<file path="src/rtl/sdram_pd_pkg.sv">
// Package: shared encodings for the SDRAM power-down manager.
// Assumes command bits are ordered {cs_n, ras_n, cas_n, we_n}.
package sdram_pd_pkg;

    typedef enum logic [1:0] {
        MODE_NORMAL = 2'b00,
        MODE_PRE_PD = 2'b01,
        MODE_ACT_PD = 2'b10
    } pd_mode_e;

    typedef enum logic [1:0] {
        ST_RUN  = 2'b00,
        ST_PD   = 2'b01,
        ST_WAKE = 2'b10
    } pd_state_e;

    localparam logic [3:0] CMD_NOP = 4'b0111;

endpackage

</file>
<file path="src/rtl/pd_bank_classify.sv">
// Module: reduces per-bank open-row flags to the power-down class that
// an entry at this cycle would produce. Purely combinational.
// Assumes flags are valid in every cycle in which entry may occur.
module pd_bank_classify
    import sdram_pd_pkg::*;
#(
    parameter int NBANK = 4
) (
    input  logic [NBANK-1:0] bank_open_i,
    output pd_mode_e         entry_mode_o
);

    logic [NBANK:0] open_chain;

    assign open_chain[0] = 1'b0;

    // OR chain across banks, one stage per bank.
    genvar gi;
    generate
        for (gi = 0; gi < NBANK; gi++) begin : g_bank
            assign open_chain[gi+1] = open_chain[gi] | bank_open_i[gi];
        end
    endgenerate

    // Any open row means active power-down, otherwise precharge power-down.
    always_comb begin
        entry_mode_o = open_chain[NBANK] ? MODE_ACT_PD : MODE_PRE_PD;
    end

endmodule

</file>
<file path="src/rtl/pd_countdown.sv">
// Module: loadable down-counter that saturates at zero.
// Used for both the residency bound and the wake-up NOP run.
// Assumes load and enable are never asserted together.
module pd_countdown #(
    parameter int W = 4
) (
    input  logic         clk,
    input  logic         rst_n,
    input  logic         load_i,
    input  logic [W-1:0] load_val_i,
    input  logic         en_i,
    output logic         zero_o
);

    logic [W-1:0] cnt_q;

    // Load, decrement or hold the count.
    always_ff @(posedge clk) begin
        if (!rst_n) begin
            cnt_q <= '0;
        end else if (load_i) begin
            cnt_q <= load_val_i;
        end else if (en_i && (cnt_q != '0)) begin
            cnt_q <= cnt_q - 1'b1;
        end
    end

    assign zero_o = (cnt_q == '0);

    a_r6_no_load_and_dec: assert property (@(posedge clk) disable iff (!rst_n)
        !(load_i && en_i));

endmodule

</file>
<file path="src/rtl/pd_ctrl_fsm.sv">
// Module: power-down sequencer. It owns the clock enable, the command mux,
// the mode register, the ready pulse and the re-arm guard after a forced wake.
// Assumes the counters signal zero one cycle after they are loaded with zero.
module pd_ctrl_fsm
    import sdram_pd_pkg::*;
(
    input  logic       clk,
    input  logic       rst_n,
    input  logic       idle_req_i,
    input  logic       access_busy_i,
    input  logic       refresh_due_i,
    input  logic       host_cmd_valid_i,
    input  logic [3:0] host_cmd_i,
    input  pd_mode_e   entry_mode_i,
    input  logic       res_zero_i,
    input  logic       wake_zero_i,
    output logic       res_load_o,
    output logic       res_en_o,
    output logic       wake_load_o,
    output logic       wake_en_o,
    output logic       cke_o,
    output logic [3:0] cmd_o,
    output logic [1:0] pd_mode_o,
    output logic       ready_o,
    output logic       host_stall_o
);

    pd_state_e state_q;
    pd_mode_e  mode_q;
    logic      cke_q;
    logic      ready_q;
    logic      hold_q;
    logic      enter_ok;
    logic      pd_exit;
    logic      forced_exit;
    logic      wake_done;

    // Entry, exit and wake completion conditions.
    always_comb begin
        enter_ok    = (state_q == ST_RUN) && idle_req_i && !access_busy_i &&
                      !host_cmd_valid_i && !refresh_due_i && !hold_q;
        pd_exit     = (state_q == ST_PD) &&
                      (!idle_req_i || refresh_due_i || res_zero_i);
        forced_exit = pd_exit && idle_req_i;
        wake_done   = (state_q == ST_WAKE) && wake_zero_i;
    end

    // Counter controls.
    assign res_load_o  = enter_ok;
    assign res_en_o    = (state_q == ST_PD) && !pd_exit;
    assign wake_load_o = pd_exit;
    assign wake_en_o   = (state_q == ST_WAKE) && !wake_done;

    // State, clock enable, mode and ready registers.
    always_ff @(posedge clk) begin
        if (!rst_n) begin
            state_q <= ST_RUN;
            cke_q   <= 1'b1;
            mode_q  <= MODE_NORMAL;
            ready_q <= 1'b0;
        end else begin
            ready_q <= wake_done;
            case (state_q)
                ST_RUN: begin
                    if (enter_ok) begin
                        state_q <= ST_PD;
                        cke_q   <= 1'b0;
                        mode_q  <= entry_mode_i;
                    end
                end
                ST_PD: begin
                    if (pd_exit) begin
                        state_q <= ST_WAKE;
                        cke_q   <= 1'b1;
                        mode_q  <= MODE_NORMAL;
                    end
                end
                ST_WAKE: begin
                    if (wake_done) begin
                        state_q <= ST_RUN;
                    end
                end
                default: begin
                    state_q <= ST_RUN;
                    cke_q   <= 1'b1;
                    mode_q  <= MODE_NORMAL;
                end
            endcase
        end
    end

    // Re-arm guard: set by a forced wake, cleared by idle drop or a host command.
    always_ff @(posedge clk) begin
        if (!rst_n) begin
            hold_q <= 1'b0;
        end else if (forced_exit) begin
            hold_q <= 1'b1;
        end else if (!idle_req_i || host_cmd_valid_i) begin
            hold_q <= 1'b0;
        end
    end

    // Command mux: pass-through only in normal mode.
    always_comb begin
        if ((state_q == ST_RUN) && host_cmd_valid_i) begin
            cmd_o = host_cmd_i;
        end else begin
            cmd_o = CMD_NOP;
        end
    end

    assign cke_o        = cke_q;
    assign pd_mode_o    = mode_q;
    assign ready_o      = ready_q;
    assign host_stall_o = (state_q != ST_RUN);

    a_r4_nop_while_low: assert property (@(posedge clk) disable iff (!rst_n)
        !cke_o |-> (cmd_o == CMD_NOP) && host_stall_o);

    a_r3_mode_held: assert property (@(posedge clk) disable iff (!rst_n)
        (!cke_o && $past(!cke_o)) |-> $stable(pd_mode_o));

    a_r2_entry_quiet: assert property (@(posedge clk) disable iff (!rst_n)
        $fell(cke_o) |-> $past(idle_req_i && !access_busy_i && !refresh_due_i));

    a_r7_refresh_wakes: assert property (@(posedge clk) disable iff (!rst_n)
        (!cke_o && refresh_due_i) |=> cke_o);

    a_r8_ready_single: assert property (@(posedge clk) disable iff (!rst_n)
        ready_o |=> !ready_o);

    a_r8_wake_normal_mode: assert property (@(posedge clk) disable iff (!rst_n)
        (cke_o && host_stall_o) |-> (pd_mode_o == MODE_NORMAL));

endmodule

</file>
<file path="src/rtl/sdram_pd_mgr.sv">
// Module: top of the SDRAM power-down manager. Connects bank classification,
// residency countdown, wake countdown and the sequencer.
// Assumes RES_LIMIT is chosen below the refresh interval and EXIT_NOPS >= 1.
module sdram_pd_mgr
    import sdram_pd_pkg::*;
#(
    parameter int NBANK     = 4,
    parameter int RES_LIMIT = 64,
    parameter int EXIT_NOPS = 2
) (
    input  logic             clk,
    input  logic             rst_n,
    input  logic             idle_req_i,
    input  logic [NBANK-1:0] bank_open_i,
    input  logic             access_busy_i,
    input  logic             refresh_due_i,
    input  logic             host_cmd_valid_i,
    input  logic [3:0]       host_cmd_i,
    output logic             host_stall_o,
    output logic             cke_o,
    output logic [3:0]       cmd_o,
    output logic [1:0]       pd_mode_o,
    output logic             ready_o
);

    localparam int RES_W  = (RES_LIMIT > 1) ? $clog2(RES_LIMIT) : 1;
    localparam int WAKE_W = (EXIT_NOPS > 1) ? $clog2(EXIT_NOPS) : 1;
    localparam int CHK_W  = $clog2(RES_LIMIT + 2);
    localparam logic [RES_W-1:0]  RES_LOAD  = RES_W'(RES_LIMIT - 1);
    localparam logic [WAKE_W-1:0] WAKE_LOAD = WAKE_W'(EXIT_NOPS - 1);

    pd_mode_e entry_mode;
    logic     res_load, res_en, res_zero;
    logic     wake_load, wake_en, wake_zero;

    pd_bank_classify #(.NBANK(NBANK)) u_classify (
        .bank_open_i  (bank_open_i),
        .entry_mode_o (entry_mode)
    );

    pd_countdown #(.W(RES_W)) u_res_cnt (
        .clk        (clk),
        .rst_n      (rst_n),
        .load_i     (res_load),
        .load_val_i (RES_LOAD),
        .en_i       (res_en),
        .zero_o     (res_zero)
    );

    pd_countdown #(.W(WAKE_W)) u_wake_cnt (
        .clk        (clk),
        .rst_n      (rst_n),
        .load_i     (wake_load),
        .load_val_i (WAKE_LOAD),
        .en_i       (wake_en),
        .zero_o     (wake_zero)
    );

    pd_ctrl_fsm u_fsm (
        .clk              (clk),
        .rst_n            (rst_n),
        .idle_req_i       (idle_req_i),
        .access_busy_i    (access_busy_i),
        .refresh_due_i    (refresh_due_i),
        .host_cmd_valid_i (host_cmd_valid_i),
        .host_cmd_i       (host_cmd_i),
        .entry_mode_i     (entry_mode),
        .res_zero_i       (res_zero),
        .wake_zero_i      (wake_zero),
        .res_load_o       (res_load),
        .res_en_o         (res_en),
        .wake_load_o      (wake_load),
        .wake_en_o        (wake_en),
        .cke_o            (cke_o),
        .cmd_o            (cmd_o),
        .pd_mode_o        (pd_mode_o),
        .ready_o          (ready_o),
        .host_stall_o     (host_stall_o)
    );

    // Independent residency monitor: counts consecutive low-CKE cycles.
    logic [CHK_W-1:0] low_run_q;
    always_ff @(posedge clk) begin
        if (!rst_n || cke_o) begin
            low_run_q <= '0;
        end else if (low_run_q <= CHK_W'(RES_LIMIT)) begin
            low_run_q <= low_run_q + 1'b1;
        end
    end

    a_r6_residency_bound: assert property (@(posedge clk) disable iff (!rst_n)
        low_run_q <= CHK_W'(RES_LIMIT));

endmodule

</file>
<file path="config.mk">
export PLATFORM = sky130hd
export DESIGN_NAME = sdram_pd_mgr
export DESIGN_NICKNAME = d
export VERILOG_FILES = /design/src/rtl/sdram_pd_pkg.sv /design/src/rtl/pd_bank_classify.sv /design/src/rtl/pd_countdown.sv /design/src/rtl/pd_ctrl_fsm.sv /design/src/rtl/sdram_pd_mgr.sv
export SDC_FILE = /design/constraint.sdc
export NUM_CORES = 1
export LEC_CHECK = 0
export BUFFER_PORTS_ARGS = -buffer_cell sky130_fd_sc_hd__buf_2
export CAP_MARGIN = 20
export CORE_MARGIN = 8
export CORE_UTILIZATION = 27
export CTS_CLUSTER_SIZE = 20
export DETAILED_ROUTE_END_ITERATION = 10
export GPL_TIMING_DRIVEN = 0
export PLACE_DENSITY_LB_ADDON = 0.25
export SYNTH_ARGS = -nofsm -noshare
export SYNTH_HDL_FRONTEND = slang
export SYNTH_SLANG_ARGS = --single-unit
</file>
<file path="constraint.sdc">
create_clock -name clk -period 1.6 [get_ports clk]
set_input_delay 0.08 -clock clk [delete_from_list [all_inputs] [get_ports clk]]
set_output_delay 0.08 -clock clk [all_outputs]
set_load 0.03 [all_outputs]
</file>
==> metrics.md, run 1 <==
| Metric | Value |
|---|---|
| Most common cell in the synthesized netlist | dfxtp_1 |
| Total Power | 737 uW |
| Pwr dens | about 790 mW/mm^2 |
| Clock sink count | 14 |
| # diodes | 0 |
| Fill count | about 260 |
| WP data arrival | around 1800 ps |
| Max_cap viols | 0 |
| Final critical-path required period | around 1600 ps |
| Starting density of the core | 0.283 |
| Final period utilization | 0.990 |
| Global-route wire length before repair | between 2000 and 3000 um |
| Leading area contributor after synthesis | dfxtp_1 |
| Clock Latency Late Sink | 280 ps |
| Fin worst setup slack | 16.4 ps |
| Core Box Area | approximately 0.0025 sq mm |
| Clock Skew | approximately 3 ps |
| Fin nets | 123 |
| Seq/Total Area, Yosys | 0.403 |
| CP Launch Point | u_fsm.hold_q |
| DIE HEIGHT | 66.8 um |
| Worst Path Max Fanout | 5 |
| Final instance area | 933 sq um |
| Antenna violations before repair | 0 |
| Die footprint | ~0.0045 sq mm |
| Hold Startpoint | idle_req_i |
| Ys async rst share | 0 |
| Vias in the first global route | ~670 |
| FMAX | approximately 0.63 GHz |
| RSZ-0062 raised after global routing | true |
| Via density | 4.97 |
| Post-Synthesis Cells | a little under 80 |
| Finished Layout Cells | about 140 |
| GRT met2 Usage | 0.131 |
| Met1 usage | 0.0800 |
| DR vias | 676 |
| RePlAce Congestion | around 0.74 |
| Synth Register Bits | 14 |
| Placed cells | approximately 130 |
| Place WS | -60.7 ps |
| Slew @ Worst Pin | 466 ps |
| H-Tree Depth | 1 |
| Synth Area per Inst | about 9 sq um |
| Status | completed |
| CTS max path bufs | 2 |
| Clock slew at reported path FFs | roughly 90 ps |
| CTS tree | yes |
| Synth top area share | 0.403 |
| DP Area | roughly 840 sq um |
| Overall routing resource usage | 0.0772 |
| DRT Pass-1 Iters | 6 |
| Mapped Area | 696 sq um |
| Synth top area cells | dfxtp_1, ha_1, a211oi_1, nor4_4, nand3_1 |
| Crit path required time | between 1500 and 2000 ps |
| # hold bufs at CTS | 0 |
| Static leakage | 0.000375 uW |
| Kind of critical path | reg2reg |
| Crit path capture type | flip-flop |
| Layout cell share with drive strength beyond 1 | 0.425 |
| Met3 usage | 0.0285 |
| Total negative slack | 0 ps |
| Inserted Clock Buffers | 3 |
| Wire per inst | about 13 um |
| Synthesized Nets | 93 |
| Final slew viol count | 0 |
| Overall die width | about 67 um |
| Worst IR drop on VDD | approximately 0.39 mV |
| Core Rows | 18 |
| Synth-to-layout area growth | 34.2% |
| Relative slew slack | 0.690 |
| Nature of the critical path startpoint | flip-flop |
| DRC | 0 |
| GR peak layer | met2 |
| Io pins | 23 |
| Synth warn | 0 |
| Synth cell count leaders | dfxtp_1, inv_1, nor2_1 |
| EDFF count, synth | 0 |
| Final setup fails | 0 |
| Routed wire length | 1770 um |
| DRT iter0 DRCs | 9 |
| Grt ovf | 0 |
| Reg2reg start | u_fsm.hold_q |
| Post-route antenna net violation count | 0 |
| Min-Delay Path Class | in2reg |
| Dominant synthesized flop cell | dfxtp_1 |
| IO buf count | 22 |
| Largest net degree at the start of global routing | 11 |
| CTS root buffer | clkbuf_4 |
| Synth cell types | 34 |
| Fin. Hold Viols | 0 |
| DP Wirelength | 1320 um |
==> flip-flops by register name, indices dropped and copies added (netlist names) <==
register,count
u_wake_cnt.cnt_q,1
u_fsm.hold_q,1
u_fsm.state_q,2
u_fsm.pd_mode_o,2
u_fsm.cke_o,1
u_fsm.ready_o,1
u_res_cnt.cnt_q,6
==> through the flow <==
stage               hold WS, ps  utilization
global placement            328        0.344
detailed placement          327        0.344
finish                     24.6        0.380
floorplan                   196            -
global route               20.8        0.380
CTS                        26.6        0.363
==> critical path: stages (launching register included) <==
cell,delay (ps)
dfxtp_2,330
or3_4,390
or4_4,460
a211o_1,310
==> metal layers <==
layer | up-vias | wire length, um
li1 | 348 | -
met1 | 312 | 760
met2 | 14 | 855
met3 | 2 | 142
met4 | 0 | 13
met5 | - | 0
==> power by group <==
group          switching [uW]  leakage, uW  internal [uW]
Combinational            63.1     0.000239           46.0
Sequential               8.64     0.000115            358
Clock                     123    0.0000210            138
Total                     195     0.000375            542
==> kinds of logic (layout without fill, tap and decap cells) <==
family,count (synthesis),in the layout,synth area share
and+or+nand+nor,36,36,0.338
DFF,14,14,0.403
adders and majority gates,2,2,0.0360
AOI/OAI and AO/OA,17,17,0.178
buffers and inverters,8,37,0.0450
==> path summary, 6_finish.rpt <==
check	cells after the start	slack, ps	to
hold reg to reg	1	450	u_fsm.ready_o
setup / recovery	3	20	u_fsm.cke_o
hold / removal	3	20	u_fsm.hold_q
setup reg to reg	3	20	u_fsm.cke_o
==> repair_timing <==
item                       4_1_cts  5_1_grt
setup buffers                    0        3
resized for setup                5        7
pin swaps                        3        1
setup endpoints to repair        7        9
==> cell usage in the layout (no fill, tap or decap), drive strengths merged, types with 3 or more instances in the layout <==
cell type,count
a211oi,3
a21oi,3
buf,27
clkbuf,5
dfxtp,14
inv,5
nand2,3
nand3,4
nor2,5
nor3,4
nor4,4
or2,3
==> final cells by class <==
type,count,area (sq um),share of cell area
timing repair buffer,25,133,0.142
buffer,3,20.0,0.0214
tap,30,37.5,0.0402
multi-input combinational,55,403,0.432
inverter,5,18.8,0.0201
sequential,14,285,0.306
clock buffer,4,36.3,0.0389
(Power assumes the default switching activity.)
==> run 2, diff against run 1 <==
CORE_UTILIZATION = 43   (was 27)
==> run 2 against run 1 <==
  * Wire length rose by 18%
  * Worst setup slack improved by 8.6 ps
  * Critical path depth rose by 3
  * First-iteration DRC count rose by 100%
  * Sequential cell count did not move
  * Register-to-register slack barely moved
  * Via count rose by 12%
  * Worst hold slack improved by 2.6 ps
  * Utilization rose by 31 points
  * Largest cell class unchanged
  * Highest routed layer unchanged
==> metrics.md, run 2 (synthesized netlist as in run 1, its figures left out) <==
| Metric | Value |
|---|---|
| Largest net degree at the start of global routing | 11 (unchanged) |
| DR vias | 758 (+12%) |
| Final setup fails | 0 (unchanged) |
| Clock Latency Late Sink | 290 ps (about the same) |
| Final slew viol count | 0 (unchanged) |
| Fin nets | 134 (+8.9%) |
| Final period utilization | 0.984 (-0.00537) |
| Placed cells | 115 (-11%) |
| # diodes | 0 (unchanged) |
| Vias in the first global route | 735 (+9.9%) |
| Post-route antenna net violation count | 0 (unchanged) |
| CTS max path bufs | 2 (unchanged) |
| Max FFs per register | 6 (unchanged) |
| IO buf count | 22 (unchanged) |
| Fin. Hold Viols | 0 (unchanged) |
| FMAX | 0.635 GHz (+0.55%) |
| Grt ovf | 0 (unchanged) |
| Io pins | 23 (unchanged) |
| Core Rows | 14 (-4) |
| Synth-to-layout area growth | 49.3% |
| Finished Layout Cells | 133 (-2.2%) |
| RePlAce Congestion | 0.722 (-2.5%) |
| Worst Path Max Fanout | 6 (+1) |
| Reg with most FFs | u_res_cnt.cnt_q |
| Die footprint | 0.00316 sq mm (-29%) |
| Via density | 5.70 (+15%) |
| Worst IR drop on VDD | 0.549 mV (+40%) |
| Fin worst setup slack | 25.0 ps (+8.59 ps) |
| Min-Delay Path Class | in2reg |
| DRT iter0 DRCs | 18 (+9) |
| DRT Pass-1 Iters | 4 (-2) |
| R2R Setup Slk | 30 ps (about the same) |
| Crit path capture type | flip-flop |
| Starting density of the core | 0.462 (+0.178) |
| WP data arrival | 1760 ps (about the same) |
| # hold bufs at CTS | 0 (unchanged) |
| CTS root buffer | clkbuf_4 |
| Most frequent cells in the layout | buf_2, buf_4, dfxtp_1 |
| CTS tree | yes |
| Pwr dens | 736 mW/mm^2 (-6.8%) |
| Antenna violations before repair | 0 (unchanged) |
| Max_cap viols | 0 (unchanged) |
| Kind of critical path | reg2reg |
| DRC | 0 (unchanged) |
| Wire per inst | 15.8 um (+21%) |
| Static leakage | 0.000438 uW (+17%) |
| Place WS | -57.9 ps (+2.79 ps) |
| RSZ-0062 raised after global routing | true |
| Relative slew slack | 0.701 (+0.0115) |
| Final critical-path required period | 1570 ps (-8.59 ps) |
| Most common cell after layout, fill and taps aside | buf_2 |
| Nature of the critical path startpoint | flip-flop |
| Overall routing resource usage | 0.131 (+0.0539) |
| Core Box Area | 0.00151 sq mm (-39%) |
| Clock slew at reported path FFs | 80 ps (about the same) |
| Crit path required time | 1790 ps (about the same) |
| Overall die width | 56.2 um (-16%) |
| DIE HEIGHT | 56.2 um (-16%) |
| Hold slack | 27.2 ps (+2.59 ps) |
| Status | completed |
| Layout cell share with drive strength beyond 1 | 0.530 (+0.105) |
| Slew @ Worst Pin | 448 ps (-17.3 ps) |
| Inserted Clock Buffers | 3 (unchanged) |
| Clock Skew | 3.77 ps (+0.709 ps) |
| Clock sink count | 14 (unchanged) |
| Routed wire length | 2100 um (+18%) |
| Global-route wire length before repair | 3370 um (+22%) |
| DP Wirelength | 1330 um (+0.94%) |
| H-Tree Depth | 1 (unchanged) |
run 2: cell count changes in the layout (fill, tap and decap cells not counted), sizes merged:
cell / previous run / this run
buf: 27 / 38
run 2: cell type report:
cell class | instances | area (sq um)
Tap cell | 16 | 20.0
Fill cell | 129 | 468
Buffer | 3 | 22.5
Clock buffer | 4 | 36.3
Multi-Input combinational cell | 55 | 433
Sequential cell | 14 | 287
Timing Repair Buffer | 36 | 221
Inverter | 5 | 18.8
run 2: where the power goes:
part / leakage [uW] / internal, uW / switching, uW
clock: 0.0000210 / 139 / 125
combinational: 0.000302 / 63.3 / 72.0
sequential: 0.000115 / 356 / 8.62
run 2: per-stage QoR:
| stage | power [uW] | TNS [ps] | utilization | area [sq um] |
|---|---|---|---|---|
| after CTS | 748 | -24.2 | 0.648 | 976 |
| after global routing | 797 | -71.5 | 0.689 | 1040 |
| after global placement | 473 | -60.4 | 0.548 | 826 |
| after detailed placement | 477 | -115 | 0.548 | 826 |
| final | 764 | 0 | 0.689 | 1040 |
| after floorplan | 439 | 0 | - | 696 |
run 2: worst paths after layout:
| check | cells after the start | start | end |
|---|---|---|---|
| setup / recovery | 6 | u_fsm.state_q[1] | u_res_cnt.cnt_q[3] |
| hold / removal | 3 | idle_req_i | u_fsm.hold_q |
| setup reg to reg | 6 | u_fsm.state_q[1] | u_res_cnt.cnt_q[3] |
| hold reg to reg | 1 | u_fsm.cke_o | u_fsm.cke_o |
run 2: metal layers:
| metal | vias up | track usage | part of all wire |
|---|---|---|---|
| li1 | 373 | - | - |
| met1 | 355 | 0.120 | 0.38 |
| met2 | 25 | 0.235 | 0.52 |
| met3 | 5 | 0.0708 | 0.086 |
| met4 | 0 | 0.0515 | 0.016 |
| met5 | - | 0 | 0 |
run 2: timing repair:
action | in CTS | in global routing
resized for setup | 18 | 9
buffers inserted | 8 | 6
setup endpoints to repair | 7 | 13
endpoints found under the hold margin | 0 | 0
pin swaps | 5 | 5
run 2: critical path, cell delays in order (launching register included):
cell	delay (ps)
dfxtp_4	370
and4bb_2	310
o41a_1	190
buf_6	140
buf_6	120
nand3b_1	80
a32o_1	250
==> run 3, diff against run 2 <==
HOLD_SLACK_MARGIN = 0.12   (was not set)
==> run 3 against run 2 <==
  * Sequential cell count unchanged
  * Register-to-register slack about the same
  * Worst hold slack better by 150 ps
  * Power up 0.91%
  * Critical path depth unchanged
  * Non-clock buffer count up 2
  * Clock skew up 0.69 ps
  * Critical endpoint unchanged
==> metrics.md, run 3 (synthesized netlist as in run 1, its figures left out) <==
| Metric | Value |
|---|---|
| DIE HEIGHT | 56.2 um (unchanged) |
| RSZ-0062 raised after global routing | true |
| Worst Path Max Fanout | 6 (unchanged) |
| Final critical-path required period | 1580 ps (+6.55 ps) |
| Status | completed |
| Final setup fails | 0 (unchanged) |
| # diodes | 0 (unchanged) |
| DRC | 0 (unchanged) |
| Fin worst setup slack | 18.5 ps (-6.55 ps) |
| Crit path capture type | flip-flop |
| Min-Delay Path Class | in2reg |
| Kind of critical path | reg2reg |
| Core Box Area | 0.00151 sq mm (unchanged) |
| CTS max path bufs | 2 (unchanged) |
| Most frequent cells in the layout | buf_2, buf_4, dfxtp_1 |
| DRT iter0 DRCs | 20 (+2) |
| Total Power | 771 uW (+0.91%) |
| Worst IR drop on VDD | 0.549 mV (about the same) |
| Place WS | -57.9 ps (unchanged) |
| Placed cells | 115 (unchanged) |
| Starting density of the core | 0.462 (unchanged) |
| Io pins | 23 (unchanged) |
| Clock Latency Late Sink | 290 ps (about the same) |
| CTS tree | yes |
| Fin. Hold Viols | 0 (unchanged) |
| Synth-to-layout area growth | 54.5% |
| Routed wire length | 2170 um (+3.3%) |
| Overall die width | 56.2 um (unchanged) |
| Final slew viol count | 0 (unchanged) |
| Grt ovf | 0 (unchanged) |
| H-Tree Depth | 1 (unchanged) |
| Slew @ Worst Pin | 545 ps (+96.5 ps) |
| DRT Pass-1 Iters | 4 (unchanged) |
| Clock slew at reported path FFs | 90 ps (about the same) |
| DP Wirelength | 1330 um (unchanged) |
| Wire per inst | 16.0 um (+1.8%) |
| Finished Layout Cells | 135 (+1.5%) |
| DP Area | 826 sq um (unchanged) |
| Post-route antenna net violation count | 0 (unchanged) |
| FMAX | 0.632 GHz (-0.41%) |
| CTS root buffer | clkbuf_4 |
| Max FFs per register | 6 (unchanged) |
| Fin nets | 136 (+1.5%) |
| Inserted Clock Buffers | 3 (unchanged) |
| WP data arrival | 1770 ps (about the same) |
| Via density | 5.78 (+1.4%) |
| IO buf count | 22 (unchanged) |
| Clock Skew | 4.46 ps (+0.689 ps) |
| Nature of the critical path startpoint | flip-flop |
| Largest net degree at the start of global routing | 11 (unchanged) |
| Final instance area | 0.00107 sq mm (+3.5%) |
| Vias in the first global route | 763 (+3.8%) |
| Die footprint | 0.00316 sq mm (unchanged) |
| R2R Setup Slk | 20 ps (about the same) |
| Static leakage | 0.000445 uW (+1.5%) |
| Crit path required time | 1790 ps (about the same) |
| Pwr dens | 718 mW/mm^2 (-2.5%) |
| Relative slew slack | 0.634 (-0.0670) |
| Final period utilization | 0.988 (+0.00409) |
| Core Rows | 14 (unchanged) |
| DR vias | 780 (+2.9%) |
| Clock sink count | 14 (unchanged) |
| Overall routing resource usage | 0.138 (+0.00686) |
| Reg with most FFs | u_res_cnt.cnt_q |
| Max_cap viols | 0 (unchanged) |
| RePlAce Congestion | 0.722 (unchanged) |
| Global-route wire length before repair | 3560 um (+5.7%) |
| Antenna violations before repair | 0 (unchanged) |
| Layout cell share with drive strength beyond 1 | 0.496 (-0.0341) |
| Most common cell after layout, fill and taps aside | buf_2 |
[run 3: cell count changes in the layout (fill, tap and decap cells not counted)]
cell	before	now
dlygate4sd3_1	0	6
nor4_2	0	1
buf_4	15	11
nor4_1	3	2
[run 3: worst paths after layout]
| kind | startpoint | end | depth (start not counted) |
|---|---|---|---|
| setup / recovery | u_fsm.state_q[1] | u_res_cnt.cnt_q[3] | 6 |
| hold / removal | bank_open_i[3] | u_fsm.pd_mode_o[1] | 3 |
| setup reg to reg | u_fsm.state_q[1] | u_res_cnt.cnt_q[3] | 6 |
| hold reg to reg | u_wake_cnt.cnt_q | u_fsm.ready_o | 1 |
[run 3: repair_timing]
action | in CTS | in global routing
hold buffers | 6 | 0
buffers inserted | 8 | 2
endpoints found under the hold margin | 2 | 0
pin swaps | 5 | 5
resized for setup | 18 | 10
gates cloned | 0 | 0
setup endpoints to repair | 7 | 13
[run 3: area by class of cell]
cell class | count | area [sq um]
plain buffers | 3 | 22.5
clock buffers | 4 | 36.3
fillers | 123 | 432
inverters | 5 | 18.8
multi-input cells | 55 | 439
flip-flops and latches | 14 | 287
well taps | 16 | 20.0
repair buffers | 38 | 251
[run 3: worst max-delay path, stage by stage (launching register included)]
cell and delay (ps):
dfxtp_4 370, and4bb_2 310, o41a_1 200, buf_6 140, buf_6 120, nand3b_1 80
a32o_1 250
[run 3: per-layer routing]
layer	share of wire	vias to the layer above	track usage
li1	-	376	-
met1	0.36	372	0.131
met2	0.54	27	0.247
met3	0.082	5	0.0685
met4	0.015	0	0.0515
met5	0	-	0
[run 3: per-stage QoR]
step / utilization / setup TNS [ps] / hold WS [ps]
2_1_floorplan: - / 0 / 196
3_3_place_gp: 0.548 / -60.4 / 328
3_5_place_dp: 0.548 / -115 / 339
4_1_cts: 0.688 / -24.2 / 172
5_1_grt: 0.713 / -99.9 / 184
6_report: 0.713 / 0 / 173
[run 3: power by group]
part	total, uW	internal (uW)	switching (uW)
sequential	365	356	8.52
clock	263	139	124
combinational	143	68.7	74.5
total	771	564	207
